===== config.mk =====
export PLATFORM = sky130hd
export DESIGN_NAME = ddr2_timing_mon
export DESIGN_NICKNAME = d
export VERILOG_FILES = /design/src/rtl/ddr2_mon_pkg.sv /design/src/rtl/ps2clk_div.sv /design/src/rtl/win_cnt.sv /design/src/rtl/ddr2_timing_mon.sv
export SDC_FILE = /design/constraint.sdc
export NUM_CORES = 1
export LEC_CHECK = 0
export BUFFER_PORTS_ARGS = -buffer_cell sky130_fd_sc_hd__buf_2
export CORE_UTILIZATION = 67
export DETAILED_ROUTE_END_ITERATION = 10
export GPL_ROUTABILITY_DRIVEN = 0
export PLACE_DENSITY = 0.84
export RECOVER_POWER = 100
export SLEW_MARGIN = 20
export SYNTH_ARGS = -nofsm -noshare
export SYNTH_HDL_FRONTEND = slang
export SYNTH_SLANG_ARGS = --single-unit

===== constraint.sdc =====
create_clock -name clk_i -period 6.95 [get_ports clk_i]
set_clock_uncertainty 0.1 [all_clocks]
set_input_delay 1.39 -clock clk_i [delete_from_list [all_inputs] [get_ports clk_i]]
set_output_delay 1.39 -clock clk_i [all_outputs]
set_load 0.02 [all_outputs]

===== src/rtl/ddr2_mon_pkg.sv =====
package ddr2_mon_pkg;
  localparam int WTR_CK  = 2;
  localparam int XP_CK   = 2;
  localparam int CKE_REG = 3;

  typedef struct packed {
    logic trp;
    logic dal;
    logic wtr;
    logic xp;
    logic cke;
  } viol_t;
endpackage


===== src/rtl/ps2clk_div.sv =====
module ps2clk_div #(
  parameter int W = 16
) (
  input  logic         clk_i,
  input  logic         rst_ni,
  input  logic         start_i,
  input  logic [W-1:0] dvd_i,
  input  logic [W-1:0] dvs_i,
  output logic         ready_o,
  output logic [W:0]   cyc_o
);
  localparam int SW = (W > 1) ? $clog2(W) : 1;

  logic          busy;
  logic [SW-1:0] step;
  logic [W-1:0]  dvd, dvs, rem, quo;
  logic [W:0]    rem_sh, rem_nx;
  logic          ge;
  logic [W-1:0]  quo_nx;

  always_comb begin
    rem_sh = {rem, dvd[W-1]};
    ge     = rem_sh >= {1'b0, dvs};
    rem_nx = ge ? (rem_sh - {1'b0, dvs}) : rem_sh;
    quo_nx = {quo[W-2:0], ge};
  end

  always_ff @(posedge clk_i or negedge rst_ni) begin
    if (!rst_ni) begin
      busy    <= 1'b0;
      step    <= '0;
      dvd     <= '0;
      dvs     <= '0;
      rem     <= '0;
      quo     <= '0;
      ready_o <= 1'b0;
      cyc_o   <= '0;
    end else if (start_i) begin
      busy    <= 1'b1;
      step    <= '0;
      dvd     <= dvd_i;
      dvs     <= dvs_i;
      rem     <= '0;
      quo     <= '0;
      ready_o <= 1'b0;
    end else if (busy) begin
      dvd  <= {dvd[W-2:0], 1'b0};
      rem  <= rem_nx[W-1:0];
      quo  <= quo_nx;
      step <= step + 1'b1;
      if (step == SW'(W-1)) begin
        busy    <= 1'b0;
        ready_o <= 1'b1;
        // round up on any remainder
        cyc_o   <= {1'b0, quo_nx} + (W+1)'(rem_nx != '0);
      end
    end
  end
endmodule


===== src/rtl/win_cnt.sv =====
module win_cnt #(
  parameter int W = 8
) (
  input  logic         clk_i,
  input  logic         rst_ni,
  input  logic         clr_i,
  input  logic         en_i,
  input  logic         load_i,
  input  logic [W-1:0] len_i,
  output logic         busy_o
);
  logic [W-1:0] cnt;

  always_ff @(posedge clk_i or negedge rst_ni) begin
    if (!rst_ni)                cnt <= '0;
    else if (clr_i)             cnt <= '0;
    else if (en_i) begin
      if (load_i)               cnt <= (len_i == '0) ? '0 : len_i - 1'b1;
      else if (cnt != '0)       cnt <= cnt - 1'b1;
    end
  end

  assign busy_o = cnt != '0;
endmodule


===== src/rtl/ddr2_timing_mon.sv =====
module ddr2_timing_mon
  import ddr2_mon_pkg::*;
#(
  parameter int PS_W  = 16,
  parameter int BANKS = 8,
  parameter int WR_W  = 4,
  localparam int BA_W = (BANKS > 1) ? $clog2(BANKS) : 1
) (
  input  logic            clk_i,
  input  logic            rst_ni,
  input  logic            cfg_load_i,
  input  logic [PS_W-1:0] tck_ps_i,
  input  logic [PS_W-1:0] trp_ps_i,
  input  logic [WR_W-1:0] wr_ck_i,
  output logic            cfg_ready_o,
  input  logic            cmd_act_i,
  input  logic            cmd_rd_i,
  input  logic            cmd_wr_i,
  input  logic            cmd_ap_i,
  input  logic            cmd_pre_i,
  input  logic [BA_W-1:0] bank_i,
  input  logic            pd_exit_i,
  input  logic            cke_i,
  output logic            viol_trp_o,
  output logic            viol_dal_o,
  output logic            viol_wtr_o,
  output logic            viol_xp_o,
  output logic            viol_cke_o,
  output logic            err_sticky_o
);
  localparam int CNT_W = PS_W + 2;

  logic [PS_W:0]    nrp;
  logic [WR_W-1:0]  wr_q;
  logic [CNT_W-1:0] rp_len, dal_len;
  logic             armed;
  logic [BANKS-1:0] rp_busy, dal_busy;
  logic             wtr_busy, xp_busy, cke_busy;
  logic             cke_q, cke_chg;
  viol_t            v_d, v_q;

  ps2clk_div #(.W(PS_W)) u_div (
    .clk_i   (clk_i),
    .rst_ni  (rst_ni),
    .start_i (cfg_load_i),
    .dvd_i   (trp_ps_i),
    .dvs_i   (tck_ps_i),
    .ready_o (cfg_ready_o),
    .cyc_o   (nrp)
  );

  always_ff @(posedge clk_i or negedge rst_ni) begin
    if (!rst_ni)         wr_q <= '0;
    else if (cfg_load_i) wr_q <= wr_ck_i;
  end

  assign armed   = cfg_ready_o;
  assign rp_len  = CNT_W'(nrp);
  assign dal_len = CNT_W'(nrp) + CNT_W'(wr_q);

  for (genvar g = 0; g < BANKS; g++) begin : g_bank
    logic hit;
    assign hit = bank_i == BA_W'(g);

    win_cnt #(.W(CNT_W)) u_rp (
      .clk_i  (clk_i),
      .rst_ni (rst_ni),
      .clr_i  (!armed),
      .en_i   (armed),
      .load_i (cmd_pre_i && hit),
      .len_i  (rp_len),
      .busy_o (rp_busy[g])
    );

    win_cnt #(.W(CNT_W)) u_dal (
      .clk_i  (clk_i),
      .rst_ni (rst_ni),
      .clr_i  (!armed),
      .en_i   (armed),
      .load_i (cmd_wr_i && cmd_ap_i && hit),
      .len_i  (dal_len),
      .busy_o (dal_busy[g])
    );
  end

  win_cnt #(.W(CNT_W)) u_wtr (
    .clk_i  (clk_i),
    .rst_ni (rst_ni),
    .clr_i  (!armed),
    .en_i   (armed),
    .load_i (cmd_wr_i),
    .len_i  (CNT_W'(WTR_CK)),
    .busy_o (wtr_busy)
  );

  win_cnt #(.W(CNT_W)) u_xp (
    .clk_i  (clk_i),
    .rst_ni (rst_ni),
    .clr_i  (!armed),
    .en_i   (armed),
    .load_i (pd_exit_i),
    .len_i  (CNT_W'(XP_CK)),
    .busy_o (xp_busy)
  );

  // CKE level is tracked even when unarmed so the first armed edge sees no false change
  always_ff @(posedge clk_i or negedge rst_ni) begin
    if (!rst_ni) cke_q <= 1'b0;
    else         cke_q <= cke_i;
  end
  assign cke_chg = cke_i != cke_q;

  win_cnt #(.W(CNT_W)) u_cke (
    .clk_i  (clk_i),
    .rst_ni (rst_ni),
    .clr_i  (!armed),
    .en_i   (armed),
    .load_i (cke_chg),
    .len_i  (CNT_W'(CKE_REG)),
    .busy_o (cke_busy)
  );

  always_comb begin
    v_d.trp = armed && cmd_act_i && rp_busy[bank_i];
    v_d.dal = armed && cmd_act_i && dal_busy[bank_i];
    v_d.wtr = armed && cmd_rd_i && wtr_busy;
    v_d.xp  = armed && cmd_act_i && xp_busy;
    v_d.cke = armed && cke_chg && cke_busy;
  end

  always_ff @(posedge clk_i or negedge rst_ni) begin
    if (!rst_ni) begin
      v_q          <= '0;
      err_sticky_o <= 1'b0;
    end else begin
      v_q          <= v_d;
      err_sticky_o <= err_sticky_o || (v_d != '0);
    end
  end

  assign viol_trp_o = v_q.trp;
  assign viol_dal_o = v_q.dal;
  assign viol_wtr_o = v_q.wtr;
  assign viol_xp_o  = v_q.xp;
  assign viol_cke_o = v_q.cke;
endmodule


# Word-level counts from Yosys, hierarchy flattened
# Cells that the tools add are included.
# word_totals
in_bits	49
reg_bits	439
out_inout_bits	7
wordCells	223
# op_classes
eq_ne	28
mux	78
bitwise_logic	1
reduce_logical	54
order_cmp	2
add_sub_neg	25
# ops
operator	count
$mux W18	59
$sub A18 B1 Y18 const B	20
$reduce_bool A18 Y1	19
$mux W16	4
$ne A3 B1 Y1 const B	16
$logic_not A18 Y1	2
$mux W15	2
$logic_and A1 B1 Y1	25
$add A17 B4 Y18	1
$sub A17 B1 Y18 const B	1
$add A16 B1 Y17	1
$ge A17 B16 Y1	1
$mux W17	1
$reduce_bool A17 Y1	1
$sub A17 B16 Y17	1
$eq A3 B3 Y1 const B	4
$ne A3 B3 Y1 const B	3
$mux W1	8
$mux W4	2
$bmux W1 S3	2
$eq A3 B2 Y1 const B	2
$reduce_bool A5 Y1	1
$add A4 B1 Y4 const B	1
$eq A4 B4 Y1 const B	1
other kinds (9)	10

# Longest topological paths before layout
# Gate-level depths: netlist of run 1.
# depth
word_depth	6
ltp_mapped	20
mapped_depth_nobuf	19

# Cells and area by module
# A second synthesis of run 1 with hierarchy kept.
# hier_totals
cells_unflattened	4476
area_unflattened_um2	36458.7
# modules_own_cells
module	n_inst	cells_each	area_per_inst_um2	seq_area_each_um2
win_cnt (g_bank[0].u_dal ...)	11	202	1606.5	450.4
win_cnt (g_bank[5].u_rp ...)	7	204	1631.6	450.4
ps2clk_div	1	515	4795.8	2152.1
win_cnt (u_xp)	1	184	1534.0	450.4
ddr2_timing_mon	1	127	1036.0	275.3

# Worst setup path after synthesis of run 1
# No wires, ideal clock.
# synth_path
path_kind	register to register
start	reg u_div.rem[9]
end	reg u_div.cyc_o[12]
required_ps	6713
synth_period_minus_slack_ps	3929
n_path_buf	1
t_arrival_ps	3692
stages_incl_launch_ff	19
path_slack_ps	3021
setup_ps	137
cell_sequence	dfrtp_1 > ha_1 > a21o_1 > a21oi_1 > nor2b_1 > a311oi_1 > a21boi_0 > nor2_1 > clkinv_1 > o21ai_0 > o21a_1 > nand4_1 > ha_1 > ha_1 > and3_1 > clkbuf_1 > nor2b_1 > xnor2_1 > a21oi_1
# synth_between
elab_chain_len	4
word_cells_on_any_way	5
classes_between	2 x add/sub; 1 x order compare; 1 x mux; 1 x reduce/logical
# synth_lines
item	line	source
from (decl)	ps2clk_div.sv:16	logic [W-1:0] dvd, dvs, rem, quo;
from (signal assigned)	ps2clk_div.sv:48	rem <= rem_nx[W-1:0];
$sub A17 B16 Y17 or $ge A17 B16 Y1 (tied branches)	ps2clk_div.sv:24, ps2clk_div.sv:23	
$mux W17	ps2clk_div.sv:24	rem_nx = ge ? (rem_sh - {1'b0, dvs}) : rem_sh;
$reduce_bool A17 Y1	ps2clk_div.sv:55	cyc_o <= {1'b0, quo_nx} + (W+1)'(rem_nx != '0);
$add A16 B1 Y17 (*)	ps2clk_div.sv:55	
to (signal assigned)	ps2clk_div.sv:55	
to (decl)	ps2clk_div.sv:10	output logic [W:0] cyc_o
# Every way passes the cells marked *; elsewhere a longest branch is shown, timed or not.
# A chain may end at the register's enable or synchronous reset.

# Worst setup path in the final report of run 1
# layout_path
start	reg u_div.cyc_o[0]
end	reg g_bank[7].u_dal.cnt[2]
# layout_between
elab_chain_len	5
word_cells_on_any_way	6
classes_between	2 x add/sub; 3 x mux; 1 x reduce/logical
# layout_lines
item	line	source
$add A17 B4 Y18 (*)	ddr2_timing_mon.sv:59	assign dal_len = CNT_W'(nrp) + CNT_W'(wr_q);
$sub A18 B1 Y18 or $logic_not A18 Y1 (tied branches)	win_cnt.sv:18	if (load_i) cnt <= (len_i == '0) ? '0 : len_i - 1'b1;
$mux W18 (*) (2 in a row)	win_cnt.sv:18	
$mux W18 (*)	win_cnt.sv:16	else if (clr_i) cnt <= '0;
to (signal assigned)	win_cnt.sv:18	
to (signal assigned)	win_cnt.sv:19	else if (cnt != '0) cnt <= cnt - 1'b1;
to (decl)	win_cnt.sv:12	logic [W-1:0] cnt;
# Marked as above.

==> reports/qor.txt, run 1 <==
Seq/Total Area, Yosys = 43.6%
Top_reg_cell synth = dfrtp_1
Register bit total from synthesis = 439
Final nets = 2913
H-tree levels = 2
Cell family with most CP delay = simple AND/OR/NAND/NOR gates
TritonCTS Sinks = 439
CTS tree = done
Largest net degree at the start of global routing = 163
Die Wd = 196 microns
Clock Tree Buf Depth = 3
RSZ-0062 raised after global routing = no
Register-to-Register Setup Slack = 1.58 ns
Design area = 0.0273 sq mm
Critical path startpoint category = flip-flop
Worst hold path type = reg2reg
Synth cell types = 77
Clock latency on the worst-skew pair = 0.59 ns
Clk slew on worst S/H paths = 0.06 ns
First-pass GRT wire length = 103 mm
Worst Path Arrival = 5.63 ns
Routed length on met2 = 29.9 mm
Total power divided by cell area = 220 mW/mm^2
Pint = 4.38 mW
Final min period = 5.37 ns
Placed Cells = 3236
Via count = 21100
EDFF count, synth = 0
Logic pwr share = 13.4%
Fill cell count = 2602
Synth Cell Area = 0.0252 sq mm
Aggregate global-route resource usage = 33.1%
Slew @ Worst Pin = 3.58 ns
Setup crit end kind = flip-flop
Vias per cell = 6.35
Worst Path Required = 7.21 ns
CTS Root Cell = clkbuf_16
Routed wl met3 = 4.91 mm
Placed Area = 0.0258 sq mm
Die footprint = 0.0384 sq mm
DIE HEIGHT = 196 microns
Reg power frac = 44.4%
Final setup vio count = 0
Gr ovfl total = 0
Routed met1 length = 25.8 mm
Port Buffers = 55
Crit path buf inv count = 2
Maximum clock frequency = 186 MHz
Path depth of the worst reg2reg path = 13
Mean routed wirelength per cell = 19.0 microns
Syn Area/Cell = 8.95 sq um
Area of the multi-input gates = 0.0134 sq mm
Final Core Density = 74.2%
Failing checks = max-capacitance violations, max-slew violations
Max incr delay on CP = 1.39 ns
Vias in the first global route = 20500
Stages on worst setup path = 13
CTS Buf Count = 48
Synth-to-layout area growth = 8.30%
Worst path slowest cell = nor4_1
Run status = finished, violations left
Max-slew headroom = -138%
Top cells by area, synth = dfrtp_1, a211oi_1, nor2_1
DRT Pass-1 Iters = 6
Syn. warnings = 0
Async SR Flop Fraction = 100%
1st-iter DRT viols = 1671
Final count of hold timing violations = 0
Final HPWL DP = 40.5 mm
Psw = 1.63 mW
Class of the most critical setup path = reg2reg
Final ANT Viol Nets = 0
CP cell instances = ha_1 > inv_1 > fa_1 > nand2b_1 > a211o_1 > or4_1 > o211a_2 > o21bai_1 > nor4_1 > a21oi_1 > clkbuf_1 > nor2_1 > a211oi_1
Worst Path Max Fanout = 10
Hold WS = 0.427 ns
# DRC = 0
Max-cap violations = 21
FP Rows = 70
Initial core utilization = 68.5%
Post-synth net total = 2912
Max layer used = met4
Final setup TNS = 0 ns
Area leader, netlist = dfrtp_1
Switching share of power = 27.2%
Leakage = 13.5 nW
Hold Buf Count CTS = 0
Clk network pwr share = 42.2%
Num ports = 56
Peak ir drop on the vdd network = 0.240 mV
CTS resizes = 0
Period utilization = 77.3%
Hold depth = 1
Share of post-route cells with drive strength above 1 = 6.18%
Post-CTS setup buffers = 0
Core Box Area = 0.0368 sq mm
Synth cell count leaders = nor2_1, dfrtp_1, a211oi_1, nand2_1, xnor2_1
Pins over their slew limit = 513
Register area = 0.0110 sq mm
Initial antenna violation count = 1
Final Non-Filler Cells = 3317
Aggregate routed wire length = 62.9 mm
Gate Count Post-Synth = 2817
Post-synth top area share = 43.6%
Cell with the most instances after synthesis = nor2_1
metrics by stage:
stage               total power, mW  setup slack [ns]
floorplan                      3.21              3.02
global placement               3.45              2.54
detailed placement             3.48              2.36
CTS                            6.02              2.37
global route                   6.21              1.30
finish                         6.01              1.58
worst reg2reg max path, cell delays in order, from the launching register on:
cell	delay, ns
dfrtp_1	0.41
ha_1	0.19
inv_1	0.05
fa_1	0.39
nand2b_1	0.19
a211o_1	0.35
or4_1	0.54
o211a_2	0.19
o21bai_1	0.23
nor4_1	1.39
a21oi_1	0.52
clkbuf_1	0.36
nor2_1	0.17
a211oi_1	0.07
power by group through the flow:
stage | Sequential, mW | Clock (mW) | Combinational (mW)
floorplan | 2.69 | 0 | 0.524
CTS | 2.67 | 2.57 | 0.787
detailed placement | 2.71 | 0 | 0.771
finish | 2.67 | 2.54 | 0.803
global route | 2.67 | 2.66 | 0.876
global placement | 2.71 | 0 | 0.746
placed cells by master (no fill, tap or decap), drive strengths merged, types with 27 or more instances in the layout:
cell type,count
or4,49
ha,44
xnor2,187
inv,71
nand2b,30
dfrtp,439
mux2i,40
o21ai,95
clkbuf,82
nand3,41
a211oi,265
buf,66
nor3,108
nand2,213
xor2,156
a21oi,75
nor4,68
or3,55
nor2b,27
nor2,529
sequential cells by signal, indices dropped and copies added, names as in the netlist, 4 cells and up:
name	cells
g_bank.u_dal.cnt	144
g_bank.u_rp.cnt	144
u_cke.cnt	18
u_div.cyc_o	17
u_div.dvd	16
u_div.dvs	16
u_div.quo	15
u_div.rem	16
u_div.step	4
u_wtr.cnt	18
u_xp.cnt	18
wr_q	4
cell type report:
type | instances | area share (%)
inverter | 72 | 0.990
clock inverter | 14 | 0.559
tap | 468 | 2.15
antenna | 1 | 0.00917
sequential | 439 | 40.3
multi-input combinational | 2175 | 49.2
clock buffer | 66 | 5.09
timing repair buffer | 82 | 1.72
path summary, 6_finish.rpt:
kind | start | endpoint
max | u_div.cyc_o[0] | g_bank[7].u_dal.cnt[2]
min | wr_q[0] | wr_q[0]
max reg2reg | u_div.cyc_o[0] | g_bank[7].u_dal.cnt[2]
min reg2reg | wr_q[0] | wr_q[0]
max in group asynchronous | rst_ni | u_div.rem[5]
min in group asynchronous | rst_ni | u_xp.cnt[10]
metal layers:
metal  global-route usage (%)  up-vias
li1                         -     9916
met1                     43.7    10200
met2                     53.6      765
met3                     6.86      191
met4                     13.4        0
met5                        0        -
logic make-up after synthesis:
kind of cell             after synthesis  share of synthesized area (%)
buffers and inverters                203                           3.07
multiplexers                          48                           1.99
AND/OR/NAND/NOR                     1197                           22.3
XOR/XNOR                             343                           11.9
AO/OA/AOI/OAI                        541                           14.8
flip-flops                           439                           43.6
adder cells (fa/ha/maj)               46                           2.34
Power figures use the tool's default switching activity.
==> inputs of run 2 (changes only) <==
--- a/config.mk
+++ b/config.mk
@@ -6,10 +6,10 @@
 export NUM_CORES = 1
 export LEC_CHECK = 0
 export BUFFER_PORTS_ARGS = -buffer_cell sky130_fd_sc_hd__buf_2
-export CORE_UTILIZATION = 67
+export CORE_UTILIZATION = 64
 export DETAILED_ROUTE_END_ITERATION = 10
 export GPL_ROUTABILITY_DRIVEN = 0
-export PLACE_DENSITY = 0.84
+export PLACE_DENSITY = 0.81
 export RECOVER_POWER = 100
 export SLEW_MARGIN = 20
 export SYNTH_ARGS = -nofsm -noshare
==> constraint.sdc (replaced) <==
create_clock -name clk_i -period 5.05 [get_ports clk_i]
set_clock_uncertainty 0.1 [all_clocks]
set_input_delay 1.01 -clock clk_i [delete_from_list [all_inputs] [get_ports clk_i]]
set_output_delay 1.01 -clock clk_i [all_outputs]
set_load 0.02 [all_outputs]
==> reports/qor.txt, run 2 (synthesis results as in run 1) <==
Register area = 0.0110 sq mm (about the same)
Placed Cells = 3303 (+2.1%)
Final count of hold timing violations = 0 (unchanged)
Slew @ Worst Pin = 3.37 ns (-0.206 ns)
Synth-to-layout area growth = 9.48%
Final HPWL DP = 41.5 mm (+2.6%)
Placed Area = 0.0260 sq mm (+0.82%)
Vias in the first global route = 20600 (+0.51%)
Peak ir drop on the vdd network = 0.448 mV (+86%)
Top flop regs = g_bank.u_dal.cnt (144), g_bank.u_rp.cnt (144)
Share of post-route cells with drive strength above 1 = 6.47% (+0.29 points)
Via count = 21200 (+0.56%)
Initial antenna violation count = 0 (-1)
Final nets = 2931 (+0.62%)
Max-slew headroom = -125% (+14 points)
Die footprint = 0.0402 sq mm (+4.6%)
RSZ-0062 raised after global routing = no
CTS resizes = 0 (unchanged)
CTS Root Cell = clkbuf_16
Clock latency on the worst-skew pair = 0.59 ns (about the same)
Worst path slowest cell = a2111oi_4
Worst Path Arrival = 4.99 ns (-0.64 ns)
Class of the most critical setup path = reg2reg
Final Core Density = 71.2% (-3.0 points)
H-tree levels = 2 (unchanged)
Run status = finished, violations left
Leakage = 13.6 nW (+0.87%)
Hold Buf Count CTS = 0 (unchanged)
TritonCTS Sinks = 439 (unchanged)
Aggregate routed wire length = 63.7 mm (+1.2%)
Clock Tree Buf Depth = 3 (unchanged)
Final setup TNS = 0 ns (unchanged)
Power Total = 8.55 mW (+42%)
Mean routed wirelength per cell = 18.8 microns (-1.1%)
Max-cap violations = 10 (-52%)
Critical path startpoint category = flip-flop
Core Box Area = 0.0387 sq mm (+5.3%)
Crit path buf inv count = 3 (+1)
Final worst slack = 0.379 ns (-1.20 ns)
Initial core utilization = 65.1% (-3.5 points)
DIE HEIGHT = 200 microns (+2.3%)
Worst Path Max Fanout = 11 (+1)
Most frequent cells in the layout = nor2_1, dfrtp_1, a211oi_1
Worst Path Required = 5.37 ns (-1.84 ns)
Vias per cell = 6.25 (-1.7%)
Die Wd = 200 microns (+2.3%)
Cell family with most CP delay = compound AO/OA/AOI/OAI gates
Post-Place Setup Slack = 0.631 ns (-1.72 ns)
Gr ovfl total = 0 (unchanged)
Setup crit end kind = flip-flop
Commonest non-fill, non-tap cell in the layout = nor2_1
Period utilization = 92.5% (+15 points)
Num ports = 56 (unchanged)
# DRC = 0 (unchanged)
Most used cell, CP = clkbuf_1
Maximum clock frequency = 214 MHz (+15%)
Design area = 0.0276 sq mm (+1.1%)
Port Buffers = 55 (unchanged)
CP cell instances = ha_1 > inv_1 > fa_1 > nand2b_1 > a2111oi_0 > clkbuf_1 > a32o_1 > mux2_1 > nand3_1 > or4_1 > nor2b_1 > a2111oi_4 > clkbuf_1 > a211oi_1
Worst hold path type = reg2reg
Final setup vio count = 0 (unchanged)
Aggregate global-route resource usage = 31.7% (-1.5 points)
Fill cell count = 2860 (+9.9%)
DRT Pass-1 Iters = 6 (unchanged)
FP Rows = 72 (+2.9%)
Largest net degree at the start of global routing = 135 (-17%)
Post-CTS setup buffers = 0 (unchanged)
First-pass GRT wire length = 104 mm (+1.5%)
Final min period = 4.67 ns (-0.700 ns)
Failing checks = max-capacitance violations, max-slew violations
Ant diodes = 0 (-1)
Hold WS = 0.421 ns (-0.00556 ns)
Final Non-Filler Cells = 3392 (+2.3%)
CTS tree = done
Total power divided by cell area = 310 mW/mm^2 (+41%)
Max incr delay on CP = 0.65 ns (-0.74 ns)
Clk slew on worst S/H paths = 0.06 ns (about the same)
1st-iter DRT viols = 1973 (+18%)
Final ANT Viol Nets = 0 (unchanged)
Area of the multi-input gates = 0.0134 sq mm (+0.11%)
CTS Buf Count = 48 (unchanged)
Pins over their slew limit = 258 (-50%)
-- run 2: where the power goes --
group	internal, mW	switching, mW	total, mW
combinational	0.377	0.720	1.10
sequential	3.59	0.0786	3.67
clock	2.32	1.46	3.78
total	6.29	2.26	8.55
-- run 2: final timing paths --
| path | slack [ns] | end | start | cells past startpoint |
|---|---|---|---|---|
| max in group asynchronous | 0.76 | g_bank[6].u_dal.cnt[12] | rst_ni | 3 |
| hold reg to reg | 0.42 | u_div.dvs[0] | u_div.dvs[0] | 1 |
| setup / recovery | 0.38 | g_bank[6].u_dal.cnt[16] | u_div.cyc_o[0] | 14 |
| min in group asynchronous | 1.44 | cke_q | rst_ni | 1 |
| hold / removal | 0.42 | u_div.dvs[0] | u_div.dvs[0] | 1 |
| setup reg to reg | 0.38 | g_bank[6].u_dal.cnt[16] | u_div.cyc_o[0] | 14 |
-- run 2: cell type report --
cell class | count | share of cell area, %
repair buffers | 100 | 2.00
well taps | 518 | 2.35
flip-flops and latches | 439 | 39.8
clock buffers | 73 | 5.10
inverters | 72 | 0.980
clock inverters | 15 | 1.01
multi-input cells | 2175 | 48.7
-- run 2: routing by layer --
metal	track usage, %	share of wire (%)	up-vias
li1	-	-	9973
met1	43.2	42	10300
met2	51.3	47	739
met3	4.98	7.0	171
met4	11.8	3.5	0
met5	0	0	-
==> inputs of run 3 (changes only) <==
--- a/config.mk
+++ b/config.mk
@@ -5,6 +5,7 @@
 export SDC_FILE = /design/constraint.sdc
 export NUM_CORES = 1
 export LEC_CHECK = 0
+export ABC_AREA = 1
 export BUFFER_PORTS_ARGS = -buffer_cell sky130_fd_sc_hd__buf_2
 export CORE_UTILIZATION = 64
 export DETAILED_ROUTE_END_ITERATION = 10
==> reports/qor.txt, run 3 <==
FP Rows = 75 (+4.2%)
Final nets = 3926 (+34%)
Initial antenna violation count = 1 (+1)
TritonCTS Sinks = 439 (unchanged)
Critical path startpoint category = flip-flop
Die footprint = 0.0433 sq mm (+7.7%)
EDFF count, synth = 0 (unchanged)
First-pass GRT wire length = 117 mm (+12%)
Post-synth net total = 3890 (+34%)
Placed Cells = 4320 (+31%)
RSZ-0062 raised after global routing = no
Pins over their slew limit = 313 (+21%)
Port Buffers = 55 (unchanged)
Core Box Area = 0.0419 sq mm (+8.0%)
Final HPWL DP = 48.2 mm (+16%)
Worst path slowest cell = a21boi_1
CTS Buf Count = 48 (unchanged)
Area of the multi-input gates = 0.0137 sq mm (+1.5%)
Most used cell, CP = nand2_1
Area leader, netlist = dfrtp_1
Vias per cell = 5.75 (-8.0%)
Share of post-route cells with drive strength above 1 = 5.13% (-1.3 points)
CP startpoint = u_div.rem[10]
Aggregate global-route resource usage = 33.3% (+1.6 points)
Critical R2R Capture = u_div.cyc_o[14]
Final ANT Viol Nets = 0 (unchanged)
Synth Cell Area = 0.0272 sq mm (+7.8%)
Register bit total from synthesis = 439 (unchanged)
Top cells by area, synth = dfrtp_1, nand2_1, nor2_1
Aggregate routed wire length = 71.1 mm (+12%)
CP cell instances = ha_1 > nand2_1 > nor2_1 > and2_1 > a21boi_1 > nand3_1 > nand2_1 > nor2_1 > nand2_1 > nor2_1 > nand3_1 > ha_1 > ha_1 > nand2_1 > nor2_1 > nand3_1 > nor4_1 > nand2_1 > nor2_1 > nand3_1 > xor2_1 > nand2_1 > o21ai_0
Initial core utilization = 64.9% (-0.17 points)
Post-synth top area share = 40.5% (-3.1 points)
H-tree levels = 2 (unchanged)
Placed Area = 0.0280 sq mm (+7.4%)
CTS Root Cell = clkbuf_16
DIE HEIGHT = 208 microns (+3.8%)
Total power divided by cell area = 290 mW/mm^2 (-6.2%)
Hold Buf Count CTS = 0 (unchanged)
Fill cell count = 3568 (+25%)
Setup crit end kind = flip-flop
Final setup TNS = 0 ns (unchanged)
Max incr delay on CP = 0.65 ns (about the same)
Clk slew on worst S/H paths = 0.06 ns (about the same)
Run status = finished, violations left
Failing checks = max-capacitance violations, max-slew violations
Syn Area/Cell = 7.16 sq um (-20%)
Gate Count Post-Synth = 3795 (+35%)
Design area = 0.0292 sq mm (+5.9%)
Synth cell types = 52 (-32%)
Post-CTS setup buffers = 0 (unchanged)
# DRC = 0 (unchanged)
CTS resizes = 0 (unchanged)
Worst Path Arrival = 4.78 ns (-0.21 ns)
Clock latency on the worst-skew pair = 0.59 ns (about the same)
Syn. warnings = 0 (unchanged)
Class of the most critical setup path = reg2reg
Most frequent cells in the layout = nand2_1, nor2_1, inv_1
Slew @ Worst Pin = 2.33 ns (-1.04 ns)
Peak ir drop on the vdd network = 0.416 mV (-7.2%)
Maximum clock frequency = 225 MHz (+5.2%)
Vias in the first global route = 23700 (+15%)
Critical R2R Launch = u_div.rem[10]
Synth cell count leaders = nand2_1, nor2_1, inv_1, dfrtp_1, o21ai_0
Worst Path Required = 5.39 ns (+0.02 ns)
Top flop regs = g_bank.u_dal.cnt (144), g_bank.u_rp.cnt (144)
Register area = 0.0110 sq mm (unchanged)
CP Capture Point = u_div.cyc_o[14]
Worst hold path type = reg2reg
Clock Tree Buf Depth = 3 (unchanged)
Via count = 25300 (+19%)
Die Wd = 208 microns (+3.8%)
Commonest non-fill, non-tap cell in the layout = nand2_1
Path depth of the worst reg2reg path = 23 (+9)
Mean routed wirelength per cell = 16.2 microns (-14%)
Ant diodes = 0 (unchanged)
DRT Pass-1 Iters = 6 (unchanged)
Final Non-Filler Cells = 4401 (+30%)
Max-slew headroom = -55.4% (+69 points)
Top_reg_cell synth = dfrtp_1
Power Total = 8.49 mW (-0.70%)
Seq/Total Area, Yosys = 40.5% (-3.1 points)
Leakage = 15.5 nW (+14%)
Largest net degree at the start of global routing = 116 (-14%)
Gr ovfl total = 0 (unchanged)
Num ports = 56 (unchanged)
Final min period = 4.44 ns (-0.232 ns)
CTS tree = done
Synth-to-layout area growth = 7.59%
1st-iter DRT viols = 2420 (+23%)
Final setup vio count = 0 (unchanged)
Async SR Flop Fraction = 100% (unchanged)
Final count of hold timing violations = 0 (unchanged)
Period utilization = 87.9% (-4.6 points)
Register-to-Register Setup Slack = 0.61 ns (+0.23 ns)
Worst Path Max Fanout = 9 (-2)
Cell with the most instances after synthesis = nand2_1
Max-cap violations = 8 (-2)
[run 3: final cells by class]
type                    instances  area share, %
multi-input cells            2754           46.7
clock inverters                 7          0.317
clock buffers                  74           4.96
inverters                     498           6.40
flip-flops and latches        439           37.6
repair buffers                 90           1.67
well taps                     539           2.31
[run 3: stage by stage]
stage	setup WS, ns	util, %	hold WS (ns)
floorplan	1.28	-	0.334
global placement	0.832	66.8	0.358
detailed placement	0.751	66.8	0.367
CTS	0.730	70.5	0.384
global route	0.255	69.8	0.416
finish	0.611	69.8	0.387
[run 3: logic make-up after synthesis]
logic type / synth area share (%)
buffers and inverters: 8.56
AO/OA/AOI/OAI: 14.7
AND/OR/NAND/NOR: 29.5
XOR/XNOR: 4.68
adder cells (fa/ha/maj): 2.17
flip-flops: 40.5
[run 3: how the worst min path moves through the flow]
| stage | to | slack, ns | depth (start not counted) | start |
|---|---|---|---|---|
| after detailed placement | g_bank[4].u_dal.cnt[1] | 0.37 | 2 | g_bank[4].u_dal.cnt[1] |
| after global placement | u_div.step[3] | 0.36 | 1 | u_div.step[3] |
| after CTS | g_bank[5].u_rp.cnt[3] | 0.38 | 1 | rst_ni |
| after global routing | u_div.step[3] | 0.42 | 1 | u_div.step[3] |
| after floorplan | u_div.step[3] | 0.33 | 1 | u_div.step[3] |
| final | g_bank[4].u_dal.cnt[1] | 0.39 | 2 | g_bank[4].u_dal.cnt[1] |
[run 3: worst max-delay path: cells and delay by family, from the launching register on]
| kind | cells | cell delay [ns] |
|---|---|---|
| XOR/XNOR | 1 | 0.16 |
| AND/OR/NAND/NOR | 17 | 2.16 |
| flip-flops | 1 | 0.39 |
| adder cells (fa/ha/maj) | 3 | 0.75 |
| AO/OA/AOI/OAI | 2 | 0.74 |
[run 3: power by group]
group          internal, mW  leakage, nW  switching [mW]
sequential             3.60         6.00          0.0582
combinational         0.427         8.74           0.917
clock                  2.06        0.760            1.42
[run 3: metal layers]
layer | wire, microns | vias to the layer above | track usage, %
met5 | 12 | - | 0
met4 | 2410 | 2 | 11.9
met1 | 31300 | 11800 | 46.5
met2 | 31800 | 894 | 52.8
met3 | 5560 | 163 | 5.09
li1 | - | 12500 | -
